`src/rtl/yuv_fmt_pkg.sv`:
```
package yuv_fmt_pkg;
   typedef enum logic {
      FMT_422 = 1'b0,
      FMT_411 = 1'b1
   } fmt_e;

   localparam int unsigned PHASES_411 = 4;
   localparam int unsigned PH_W       = 2;
endpackage

```
`src/rtl/yuv_phase_ctrl.sv`:
```
module yuv_phase_ctrl
   import yuv_fmt_pkg::*;
(
   input  logic            clk,
   input  logic            rst_n,
   input  logic            ref_q,
   input  logic            href,
   input  fmt_e            fmt_sel,
   output logic [PH_W-1:0] phase,
   output fmt_e            fmt_cur,
   output logic            line_start
);
   logic            href_q;
   logic [PH_W-1:0] phase_r;
   logic [PH_W-1:0] last_ph;
   fmt_e            fmt_r;

   always_comb begin
      line_start = href & ~href_q;
      phase      = line_start ? '0 : phase_r;
      fmt_cur    = line_start ? fmt_sel : fmt_r;
      last_ph    = (fmt_cur == FMT_411) ? PH_W'(PHASES_411 - 1) : PH_W'(1);
   end

   always_ff @(posedge clk or negedge rst_n) begin
      if (!rst_n) begin
         href_q  <= 1'b0;
         phase_r <= '0;
         fmt_r   <= FMT_422;
      end else if (ref_q) begin
         href_q <= href;
         fmt_r  <= fmt_cur;
         if (!href || phase == last_ph) phase_r <= '0;
         else                           phase_r <= phase + 1'b1;
      end
   end
endmodule

```
`src/rtl/yuv_chroma_pack.sv`:
```
module yuv_chroma_pack
   import yuv_fmt_pkg::*;
#(
   parameter int unsigned DW = 8
) (
   input  logic [DW-1:0]   u_sel,
   input  logic [DW-1:0]   v_sel,
   input  logic [PH_W-1:0] phase,
   input  fmt_e            fmt,
   output logic [DW-1:0]   uv
);
   localparam int unsigned Q = DW / PHASES_411;

   logic [DW-1:0] slice [PHASES_411];

   generate
      for (genvar p = 0; p < PHASES_411; p++) begin : g_slice
         assign slice[p] = {u_sel[DW-1-p*Q -: Q], v_sel[DW-1-p*Q -: Q], {(DW/2){1'b0}}};
      end
   endgenerate

   always_comb begin
      if (fmt == FMT_411) uv = slice[phase];
      else                uv = phase[0] ? v_sel : u_sel;
   end
endmodule

```
`src/rtl/yuv_bus_fmt.sv`:
```
module yuv_bus_fmt
   import yuv_fmt_pkg::*;
#(
   parameter int unsigned DW      = 8,
   parameter logic [7:0]  Y_BLANK = 8'd16,
   parameter logic [7:0]  C_BLANK = 8'd128
) (
   input  logic          clk,
   input  logic          rst_n,
   input  logic          ref_q,
   input  logic          href,
   input  logic          fmt_sel,
   input  logic          oe_n,
   input  logic [DW-1:0] y_in,
   input  logic [DW-1:0] u_in,
   input  logic [DW-1:0] v_in,
   output logic [DW-1:0] y_out,
   output logic [DW-1:0] uv_out,
   output logic          bus_oe
);
   localparam logic [DW-1:0] YB = DW'(Y_BLANK) << (DW - 8);
   localparam logic [DW-1:0] CB = DW'(C_BLANK) << (DW - 8);

   generate
      if (DW % PHASES_411 != 0 || DW < 8) begin : g_bad_width
         $error("yuv_bus_fmt: DW must be a multiple of 4 and at least 8");
      end
   endgenerate

   logic [PH_W-1:0] phase;
   fmt_e            fmt_cur;
   logic            line_start;
   logic [DW-1:0]   u_hold, v_hold, u_sel, v_sel, uv_next;

   yuv_phase_ctrl i_phase (
      .clk        (clk),
      .rst_n      (rst_n),
      .ref_q      (ref_q),
      .href       (href),
      .fmt_sel    (fmt_e'(fmt_sel)),
      .phase      (phase),
      .fmt_cur    (fmt_cur),
      .line_start (line_start)
   );

   assign u_sel = (phase == '0) ? u_in : u_hold;
   assign v_sel = (phase == '0) ? v_in : v_hold;

   yuv_chroma_pack #(.DW(DW)) i_pack (
      .u_sel (u_sel),
      .v_sel (v_sel),
      .phase (phase),
      .fmt   (fmt_cur),
      .uv    (uv_next)
   );

   always_ff @(posedge clk or negedge rst_n) begin
      if (!rst_n) begin
         y_out  <= YB;
         uv_out <= CB;
         u_hold <= '0;
         v_hold <= '0;
      end else if (ref_q) begin
         if (href) begin
            y_out  <= y_in;
            uv_out <= uv_next;
            if (phase == '0) begin
               u_hold <= u_in;
               v_hold <= v_in;
            end
         end else begin
            y_out  <= YB;
            uv_out <= CB;
         end
      end
   end

   assign bus_oe = ~oe_n;
endmodule

```
`config.mk`:
```
export PLATFORM = sky130hd
export DESIGN_NAME = yuv_bus_fmt
export DESIGN_NICKNAME = d
export VERILOG_FILES = /design/src/rtl/yuv_fmt_pkg.sv /design/src/rtl/yuv_phase_ctrl.sv /design/src/rtl/yuv_chroma_pack.sv /design/src/rtl/yuv_bus_fmt.sv
export SDC_FILE = /design/constraint.sdc
export NUM_CORES = 1
export LEC_CHECK = 0
export BUFFER_PORTS_ARGS = -buffer_cell sky130_fd_sc_hd__buf_4
export CAP_MARGIN = 0
export CORE_MARGIN = 2
export CORE_UTILIZATION = 52
export DETAILED_ROUTE_END_ITERATION = 8
export MAX_ROUTING_LAYER = met4
export PLACE_DENSITY = 0.87
export SYNTH_ARGS = -nofsm -noshare
export SYNTH_HDL_FRONTEND = slang
export SYNTH_SLANG_ARGS = --single-unit
export TNS_END_PERCENT = 100
```
`constraint.sdc`:
```
create_clock -name clk -period 5.8 [get_ports clk]
set_clock_uncertainty 0.1 [all_clocks]
set_input_delay 0.29 -clock clk [delete_from_list [all_inputs] [get_ports clk]]
set_output_delay 0.29 -clock clk [all_outputs]
set_load 0.005 [all_outputs]
```
; Word-level counts from Yosys, hierarchy flattened
; Cells that the tools add are included.
[classes]
reduce_logical = 4
n_lt_le_gt_ge = 1
n_mux = 13
addsub = 1
eq_ne = 1
bitwise = 4
[ops]
columns = operator, count
row1 = two-way mux 8 bit, 8
row2 = binary-select mux 8 bit (select 2 bit), 1
row3 = two-way mux 2 bit, 3
row4 = >= comparator 3 bit (second input constant), 1
row5 = inverter 2 -> 3 bit, 1
row6 = adder 2 x 1 -> 2 bit (second input constant), 1
row7 = equality test 2 bit, 1
row8 = zero test 2 bit, 1
row9 = inverter 1 bit, 2
row10 = AND reduction 2 bit, 1
row11 = AND 1 bit, 1
row12 = zero test 1 bit, 1
row13 = logical OR 1 bit, 1
row14 = two-way mux 1 bit, 1
[totals]
reg_bits = 36
input_bits = 30

; Logic depth before layout (Yosys ltp)
; Gate-level depths: netlist of run 1.
[logic_depth]
depth_word = 10
ltp_mapped = 10
mapped_depth_nobuf = 8

; By module
; Synthesis of run 1 repeated with hierarchy kept, for this count alone.
[hier_totals]
cells_unflattened = 174
area_unflattened_um2 = 1960.6
[modules_own_cells]
columns = mod, cells_per_inst, area_each_um2, n_inst, seq_area_each_um2
row1 = yuv_bus_fmt, 122, 1505.2, 1, 803.3
row2 = yuv_chroma_pack, 32, 246.5, 1, 0.0
row3 = yuv_phase_ctrl, 20, 209.0, 1, 100.1

; Worst setup path after synthesis of run 1
; OpenSTA, ideal clock, no wires.
[synth_timing]
path_kind = flip-flop to flip-flop
startpoint = register i_phase.phase_r[0]
endpoint = register uv_out[6]
arrival_ps = 2042
path_slack_ps = 3525
path_buffers = 2
setup_time_ps = 132
path_stages_with_launch = 10
cell_sequence = dfrtp_1 -> inv_1 -> a21oi_2 -> inv_1 -> ha_1 -> buf_2 -> buf_2 -> mux4_2 -> a22oi_1 -> o22ai_1
[synth_between]
elab_chain_len = 8
[synth_rtl]
columns = element, line
row1 = "start, declared", yuv_phase_ctrl.sv:14  ; logic [PH_W-1:0] phase_r;
row2 = "start signal, assigned", yuv_phase_ctrl.sv:34  ; else phase_r <= phase + 1'b1;
row3 = two-way mux 2 bit (*), yuv_phase_ctrl.sv:20  ; phase = line_start ? '0 : phase_r;
row4 = zero test 2 bit, "yuv_bus_fmt.sv:46, yuv_bus_fmt.sv:47"
row5 = two-way mux 8 bit, -
row6 = binary-select mux 8 bit (select 2 bit), yuv_chroma_pack.sv:23  ; if (fmt == FMT_411) uv = slice[phase];
row7 = two-way mux 8 bit (not written as such) (2 in series), yuv_chroma_pack.sv:23
row8 = two-way mux 8 bit (*), yuv_chroma_pack.sv:23
row9 = two-way mux 8 bit (*), yuv_bus_fmt.sv:64  ; if (href) begin
row10 = "end signal, assigned", yuv_bus_fmt.sv:66  ; uv_out <= uv_next;
row11 = "end, declared", yuv_bus_fmt.sv:18  ; output logic [DW-1:0] uv_out,
; Every way passes the cells marked *; elsewhere a longest branch is shown, timed or not. The select of a mux whose other input is x is not followed.
; A chain may end at the register's enable or synchronous reset.

; Worst setup path after layout of run 1
[layout_timing]
startpoint = register i_phase.phase_r[0]
endpoint = register u_hold[3]
[layout_between]
elab_chain_len = 3
[layout_rtl]
columns = element, line
row1 = two-way mux 2 bit, yuv_phase_ctrl.sv:20
row2 = zero test 2 bit, yuv_bus_fmt.sv:67  ; if (phase == '0) begin
row3 = two-way mux 8 bit, -
row4 = "end signal, assigned", yuv_bus_fmt.sv:68  ; u_hold <= u_in;
row5 = "end, declared", yuv_bus_fmt.sv:33  ; logic [DW-1:0] u_hold, v_hold, u_sel, v_sel, uv_next;
; Every way passes these cells.

==> results of run 1 <==
sequential cells by signal, indices dropped and copies added, names as in the netlist:
| register | flops |
|---|---|
| v_hold | 8 |
| y_out | 8 |
| i_phase.phase_r | 2 |
| u_hold | 8 |
| i_phase.href_q | 1 |
| i_phase.fmt_r | 1 |
| uv_out | 8 |
layer usage:
metal  GRT usage [%]  vias to the layer above  part of all wire, %
met2            35.0                       54                   48
met3            3.75                        9                  4.6
li1                -                      681                    -
met5               -                        -                    0
met4            10.1                        0                  1.8
met1            28.8                      687                   45
what timing repair did:
| action | 4_1_cts | 5_1_grt |
|---|---|---|
| endpoints found under the hold margin | 34 | 0 |
| resized for setup | 0 | 0 |
| hold buffers | 1 | 0 |
worst max path at each step:
stage | start | end | slack [ps]
final | i_phase.phase_r[0] | u_hold[3] | 2890
after global routing | i_phase.phase_r[0] | u_hold[3] | 2650
after CTS | i_phase.phase_r[0] | u_hold[3] | 2890
after detailed placement | href | u_hold[1] | 2870
after global placement | href | u_hold[4] | 2980
after floorplan | i_phase.phase_r[0] | uv_out[6] | 3530
stage by stage:
| stage | instance area, um2 | cells | hold WS [ps] | util [%] |
|---|---|---|---|---|
| 3_3_place_gp | 2190 | 249 | 167 | 65.3 |
| 2_1_floorplan | 1850 | 167 | -106 | - |
| 3_5_place_dp | 2190 | 249 | 170 | 65.3 |
| 5_1_grt | 2260 | 258 | 34.7 | 67.2 |
| 6_report | 2260 | 258 | 42.3 | 67.2 |
| 4_1_cts | 2260 | 258 | 45.7 | 67.2 |
cells in the mapped netlist:
master,instances,area [um2]
a211oi_1,1,7.51
a21boi_0,1,7.51
a21oi_1,4,20.0
a21oi_2,1,8.76
a221oi_1,1,8.76
a22oi_1,1,7.51
a2bb2oi_1,1,8.76
a31oi_1,1,6.26
a41o_1,2,20.0
and2_1,1,6.26
and3_1,1,6.26
buf_2,3,15.0
buf_6,2,22.5
clkbuf_1,5,18.8
dfrtp_1,34,851
dfstp_2,2,52.6
ha_1,1,12.5
inv_1,18,67.6
mux2_2,16,180
mux2i_1,9,90.1
mux4_2,7,158
nand2_1,11,41.3
nand2b_1,2,12.5
nand3_1,14,70.1
nand4_1,1,6.26
nor2_1,4,15.0
nor2b_1,1,6.26
o211a_1,1,10.0
o21ai_0,18,90.1
o22ai_1,2,12.5
o2bb2ai_1,1,8.76
critical path, stage by stage (launching register included):
cell	delay (ps)
dfrtp_1	420
inv_1	90
a21oi_2	430
inv_1	210
ha_1	560
nand2_1	590
mux2_2	400
area by class of cell:
cell class / count / share of cell area, %
clock buffer: 5 / 1.66
clock inverter: 3 / 0.830
inverter: 18 / 2.99
multi-input combinational: 103 / 36.3
sequential: 36 / 40.0
tap: 46 / 2.55
timing repair buffer: 47 / 15.7
report_power, final:
group / switching (mW) / total (mW) / internal (mW)
Clock: 0.0881 / 0.135 / 0.0465
Sequential: 0.0304 / 0.327 / 0.296
Combinational: 0.0795 / 0.180 / 0.100
Total: 0.198 / 0.641 / 0.443
cell families after synthesis:
kind of cell               share of synthesized area, %
muxes                                              23.2
and+or+nand+nor                                    8.87
buffers and inverters                              6.70
DFF                                                48.9
AOI/OAI and AO/OA                                  11.7
adders and majority gates                         0.677
layout by cell type, fill, tap and decap left out, drive strengths merged, types with 4 or more instances in the layout:
cell    count
clkbuf      5
nand3      14
o21ai      18
a21oi       5
mux2i       9
dfrtp      34
nand2      11
inv        18
buf        46
mux2       16
mux4        7
nor2        4
==> summary.md, run 1 <==
| Metric | Value |
|---|---|
| Syn Inst Count | 167 |
| Nets | 242 |
| Layout cells sized above 1 | 37.7% |
| Max Cap Viol | 0 |
| First-pass GRT wire length | 6730 um |
| Mapped Area | 1850 um2 |
| Initial core utilization | 54.9% |
| Critical Path RT | 5940 ps |
| CTS Root Cell | clkbuf_4 |
| # rows | 21 |
| Synth cell types | 31 |
| Area used by multi-input combinational logic | 821 um2 |
| Clk buf depth | 2 |
| Post-synthesis sequential area ratio | 48.9% |
| Die Wd | 63.6 um |
| Final Power | 641 uW |
| Die Ht | 63.6 um |
| Status | finished, final reports clean |
| Clk pin slew, worst setup/hold paths | 120 ps |
| Yosys reg bits | 36 |
| Post-CTS setup buffer count | 0 |
| PortBufs | 46 |
| Hold Path Origin | y_in[7] |
| IO Pins | 47 |
| Critical Path End Type | register |
| Final setup fails | 0 |
| Startpoint types | register |
| Initial antenna violation count | 0 |
| Vias | 1431 |
| Clk sinks | 36 |
| Worst-Margin Slew | 878 ps |
| GRT Resource Usage Total | 22.4% |
| Setup CP Type | register to register |
| Largest net degree at the start of global routing | 37 |
| Filler cells | 289 |
| Die ar. | 4050 um2 |
| RSZ-0062 raised after global routing | no |
| Hold path endpoint | y_out[7] |
| Total gr overflow | 0 |
| Cts bufs inserted | 5 |
| FMAX | 0.343 GHz |
| Core ar. | 3360 um2 |
| Fin worst setup slack | 2890 ps |
| Post-synth net total | 198 |
| Post-place setup slack | 2870 ps |
| Seq. cell area | 903 um2 |
| ANT cells | 0 |
| P&R area growth vs syn | 22.3% |
| Vias in the first global route | 1417 |
| Final Max Tran Viols | 0 |
| DRC | 0 |
| DP Wirelength | 2900 um |
| Synth Area per Inst | 11.1 um2 |
| Worst reg2reg path depth | 6 |
| Setup_tns | 0 ps |
| Maximum vdd drop | 0.164 mV |
| P per Cell Area | 284 nW/um2 |
| Placer congestion estimate | 0.883 |
| Period minus WS final | 2910 ps |
| Crit path max fanout | 17 |
| Worst reg2reg endpoint | u_hold[3] |
| Drt wl/cell | 15.6 um |
| Worst hold path cell count | 3 |
| Worst Path Arrival | 3050 ps |
| Final ANT Viol Nets | 0 |
| H-tree Lvls | 2 |
| R2r setup slk | 2890 ps |
| Total wire length | 4030 um |
| CTS tree | yes |
| Clock Latency Late Sink | 350 ps |
| Initial DRC Count | 67 |
| Drt via density | 5.55 |
| YS warnings | 0 |
| R2r startpoint | i_phase.phase_r[0] |
| Slew margin rel. | 41.5% |
| Period utilization | 50.2% |
| Drt pass-1 iters | 4 |
| Pleak | 1.08 nW |
| Final hold violations | 0 |
| Hold Path Class | input pin to register |
Power figures use the tool's default switching activity.
==> run 2, diff against run 1 <==
Clock period 5.8 ns to 2.8 ns, I/O delays scaled along.
==> run 2 against run 1 <==
  * Global-route usage up 1.5 points
  * Utilization up 7.7 points
  * First-iteration DRC count increased by 3.0%
  * Final cell count up 10%
  * Non-clock buffer count up 26
  * Sequential power up 110%
  * Combinational power grew 130%
  * Via count increased by 7.6%
  * Flip-flop and latch count did not move
  * Largest cell class unchanged
  * Largest power group unchanged
  * Highest routed layer unchanged
==> summary.md, run 2 (synthesis results as in run 1) <==
| Metric | Value |
|---|---|
| Final setup fails | 0 |
| Critical path startpoint | i_phase.phase_r[0] |
| Initial antenna violation count | 0 |
| Setup_tns | 0 ps |
| Initial DRC Count | 69 |
| Hold Path Origin | href |
| FMAX | 0.415 GHz |
| RSZ-0062 raised after global routing | no |
| Drt via density | 5.42 |
| Drt wl/cell | 14.8 um |
| Fin worst setup slack | 388 ps |
| Maximum vdd drop | 0.394 mV |
| Status | finished, final reports clean |
| H-tree Lvls | 2 |
| Critical Path End Type | register |
| Crit path max fanout | 10 |
| Most common cell after layout, fill and taps aside | buf_4 |
| Die ar. | 4050 um2 |
| Setup CP Type | register to register |
| Hold Path Class | input pin to register |
| Period minus WS final | 2410 ps |
| Period utilization | 86.1% |
| Pleak | 1.19 nW |
| Hold-fix buffers at CTS | 24 |
| Met2 WL post-DR | 2010 um |
| First-pass GRT wire length | 7150 um |
| DP Wirelength | 2840 um |
| Post-place setup slack | 404 ps |
| P per Cell Area | 544 nW/um2 |
| CTS Root Cell | clkbuf_4 |
| Final Max Tran Viols | 0 |
| Clk sinks | 36 |
| R2r setup slk | 390 ps |
| Critical Path RT | 2920 ps |
| Layout cells sized above 1 | 34.9% |
| Met1 Routed Length | 1820 um |
| Nets | 268 |
| Placer congestion estimate | 0.804 |
| Worst-Margin Slew | 757 ps |
| ANT cells | 0 |
| Core ar. | 3360 um2 |
| P&R area growth vs syn | 36.3% |
| Final Power | 1.37 mW |
| Post-CTS setup buffer count | 0 |
| Final hold violations | 0 |
| Uppermost layer routed | met4 |
| Vias in the first global route | 1533 |
| # rows | 21 |
| DRC | 0 |
| GRT Resource Usage Total | 23.9% |
| Clk pin slew, worst setup/hold paths | 110 ps |
| Cts bufs inserted | 5 |
| CTS tree | yes |
| Met3 wire length | 277 um |
| Max Cap Viol | 0 |
| PortBufs | 46 |
| Die Ht | 63.6 um |
| Post-CTS sizing | 0 |
| Clock Latency Late Sink | 340 ps |
| IO Pins | 47 |
| Final ANT Viol Nets | 0 |
| Startpoint types | register |
| Initial core utilization | 54.9% |
| Total gr overflow | 0 |
| Clk buf depth | 2 |
| Total wire length | 4200 um |
| R2r startpoint | i_phase.phase_r[0] |
| Slew margin rel. | 48.1% |
| Die Wd | 63.6 um |
| Vias | 1540 |
| Largest net degree at the start of global routing | 37 |
| Most frequent cells in the layout | buf_4 (49), dfrtp_1 (34), dlygate4sd3_1 (24) |
| Drt pass-1 iters | 4 |
| Worst Path Arrival | 2540 ps |
run 2: routing by layer:
metal | vias up | track usage, %
li1 | 733 | -
met1 | 723 | 30.0
met2 | 73 | 37.4
met3 | 11 | 5.89
met4 | 0 | 9.51
met5 | - | -
run 2: worst paths after layout:
| path | end | depth (start not counted) |
|---|---|---|
| worst max-delay path | uv_out[1] | 8 |
| worst max register to register | uv_out[1] | 8 |
| max in group asynchronous | uv_out[7] | 2 |
| min in group asynchronous | uv_out[0] | 2 |
| worst min register to register | uv_out[7] | 2 |
| worst min-delay path | y_out[2] | 3 |
run 2: critical path, cell delays in order, from the launching register on:
cell and delay, ps:
dfrtp_1 420, inv_1 100, a21oi_2 40, inv_1 170
ha_1 510, buf_4 240, mux4_2 500, nand3_1 100
o21ai_0 100
run 2: final cells by class:
class,instances,area (um2)
Multi-Input combinational cell,103,821
Inverter,18,67.6
Fill cell,249,845
Clock buffer,6,51.3
Clock inverter,2,10.0
Tap cell,46,57.6
Timing Repair Buffer,73,608
Sequential cell,36,903
run 2: through the flow:
stage	std cells	hold slack (ps)	utilization [%]	area, um2
finish	284	31.6	74.9	2520
global route	284	49.5	74.9	2520
CTS	284	33.1	74.9	2520
detailed placement	252	16.7	65.9	2220
global placement	252	17.6	65.9	2220
floorplan	167	-256	-	1850
run 2: power breakdown:
group          switching [mW]  internal [mW]
sequential             0.0603          0.614
combinational           0.173          0.236
clock                   0.168          0.119
==> run 3, diff against run 2 <==
Settings changed: CTS_BUF_LIST set to sky130_fd_sc_hd__clkbuf_8.
Clock period 2.8 ns to 2.9 ns, I/O delays scaled along.
==> run 3 against run 2 <==
  * Register-to-register slack better by 60 ps
  * Sequential power is 3.3% lower
  * Clock power is 21% higher
  * Critical endpoint is now v_hold[1]
  * Worst setup slack better by 65 ps
  * Fmax is 1.4% lower
  * Combinational power is 10% lower
==> summary.md, run 3 (synthesis results as in run 1) <==
| Metric | Value |
|---|---|
| Initial antenna violation count | 0 |
| H-tree Lvls | 2 |
| Worst Path Arrival | 2510 ps |
| Period minus WS final | 2450 ps |
| Status | finished, final reports clean |
| Maximum vdd drop | 0.328 mV |
| Finished Layout Cells | 262 |
| Clk buf depth | 2 |
| Pleak | 1.11 nW |
| Die Wd | 63.6 um |
| Crit path max fanout | 14 |
| Die ar. | 4050 um2 |
| Core ar. | 3360 um2 |
| Vias in the first global route | 1560 |
| Hold-fix buffers at CTS | 2 |
| # rows | 21 |
| Vias | 1469 |
| ANT cells | 0 |
| P per Cell Area | 587 nW/um2 |
| Initial core utilization | 54.9% |
| Setup_tns | 0 ps |
| Cts bufs inserted | 5 |
| Initial DRC Count | 76 |
| DRC | 0 |
| Final Max Tran Viols | 0 |
| Clock Latency Late Sink | 280 ps |
| PortBufs | 46 |
| P&R area growth vs syn | 25.9% |
| Most common cell after layout, fill and taps aside | buf_4 |
| Post-layout util | 69.2% |
| GRT Resource Usage Total | 22.9% |
| Area after DPL | 2220 um2 |
| Filler cells | 280 |
| IO Pins | 47 |
| Total wire length | 3940 um |
| Final Cell Area | 2330 um2 |
| Clk pin slew, worst setup/hold paths | 70 ps |
| Clk sinks | 36 |
| Startpoint types | register |
| FMAX | 0.409 GHz |
| Largest net degree at the start of global routing | 37 |
| Drt pass-1 iters | 4 |
| Final setup fails | 0 |
| CTS Root Cell | clkbuf_8 |
| Nets | 246 |
| DP Wirelength | 2860 um |
| Die Ht | 63.6 um |
| Cell Count Post-Placement | 252 |
| Hold Path Class | input pin to register |
| Drt wl/cell | 15.0 um |
| Max Cap Viol | 0 |
| Setup CP Type | register to register |
| Worst-Margin Slew | 758 ps |
| RSZ-0062 raised after global routing | no |
| Critical Path RT | 2960 ps |
| CTS tree | yes |
| Drt via density | 5.61 |
| Placer congestion estimate | 0.800 |
| Slew margin rel. | 48.0% |
| Layout cells sized above 1 | 37.5% |
| Most frequent cells in the layout | buf_4 (49), dfrtp_1 (34), inv_1 (20) |
| Final Power | 1.37 mW |
| Critical Path End Type | register |
| Period utilization | 84.4% |
| Post-CTS sizing | 0 |
| First-pass GRT wire length | 7060 um |
| Post-CTS setup buffer count | 0 |
| Final hold violations | 0 |
| Total gr overflow | 0 |
| Final ANT Viol Nets | 0 |
-- run 3: cell count changes in the layout (fill, tap and decap cells not counted), sizes merged --
| cell | before | now |
|---|---|---|
| inv | 18 | 20 |
| dlygate4sd3 | 24 | 2 |
| clkinv | 2 | 0 |
-- run 3: worst max-delay path, cell delays in order, from the launching register on --
cell     delay, ps
dfrtp_1        420
inv_1          110
a21oi_2         40
inv_1          170
ha_1           500
buf_4          240
nand2_1        340
mux2_2         410
-- run 3: area by class of cell --
cell class / instances / area [um2] / area share (%)
clock buffer: 6 / 82.6 / 3.55
clock inverter: 2 / 7.51 / 0.323
inverter: 18 / 67.6 / 2.90
multi-input combinational: 103 / 821 / 35.3
sequential: 36 / 903 / 38.8
tap: 46 / 57.6 / 2.47
timing repair buffer: 51 / 388 / 16.7
-- run 3: path summary, 6_finish.rpt --
path	from	to	slack, ps	cells past startpoint
max reg2reg	i_phase.phase_r[0]	v_hold[1]	450	7
min	y_in[4]	y_out[4]	3	3
min in group asynchronous	rst_n	uv_out[2]	270	2
min reg2reg	uv_out[7]	uv_out[7]	390	2
max	i_phase.phase_r[0]	v_hold[1]	450	7
max in group asynchronous	rst_n	uv_out[7]	2080	2
-- run 3: metal layers --
metal / vias up / track usage [%] / part of all wire [%]
met4: 0 / 8.97 / 1.6
li1: 693 / - / -
met2: 59 / 37.9 / 49
met3: 9 / 4.64 / 5.6
met5: - / - / 0
met1: 708 / 27.7 / 44
-- run 3: stage by stage --
stage | hold slack (ps) | setup slack, ps
after global routing | 8.24 | 240
after CTS | 1.10 | 414
after floorplan | -251 | 625
after global placement | 23.6 | 486
after detailed placement | 25.0 | 449
final | 2.96 | 453
-- run 3: report_power, final --
part	switching [mW]	internal, mW
sequential	0.0586	0.594
combinational	0.160	0.208
clock	0.161	0.186
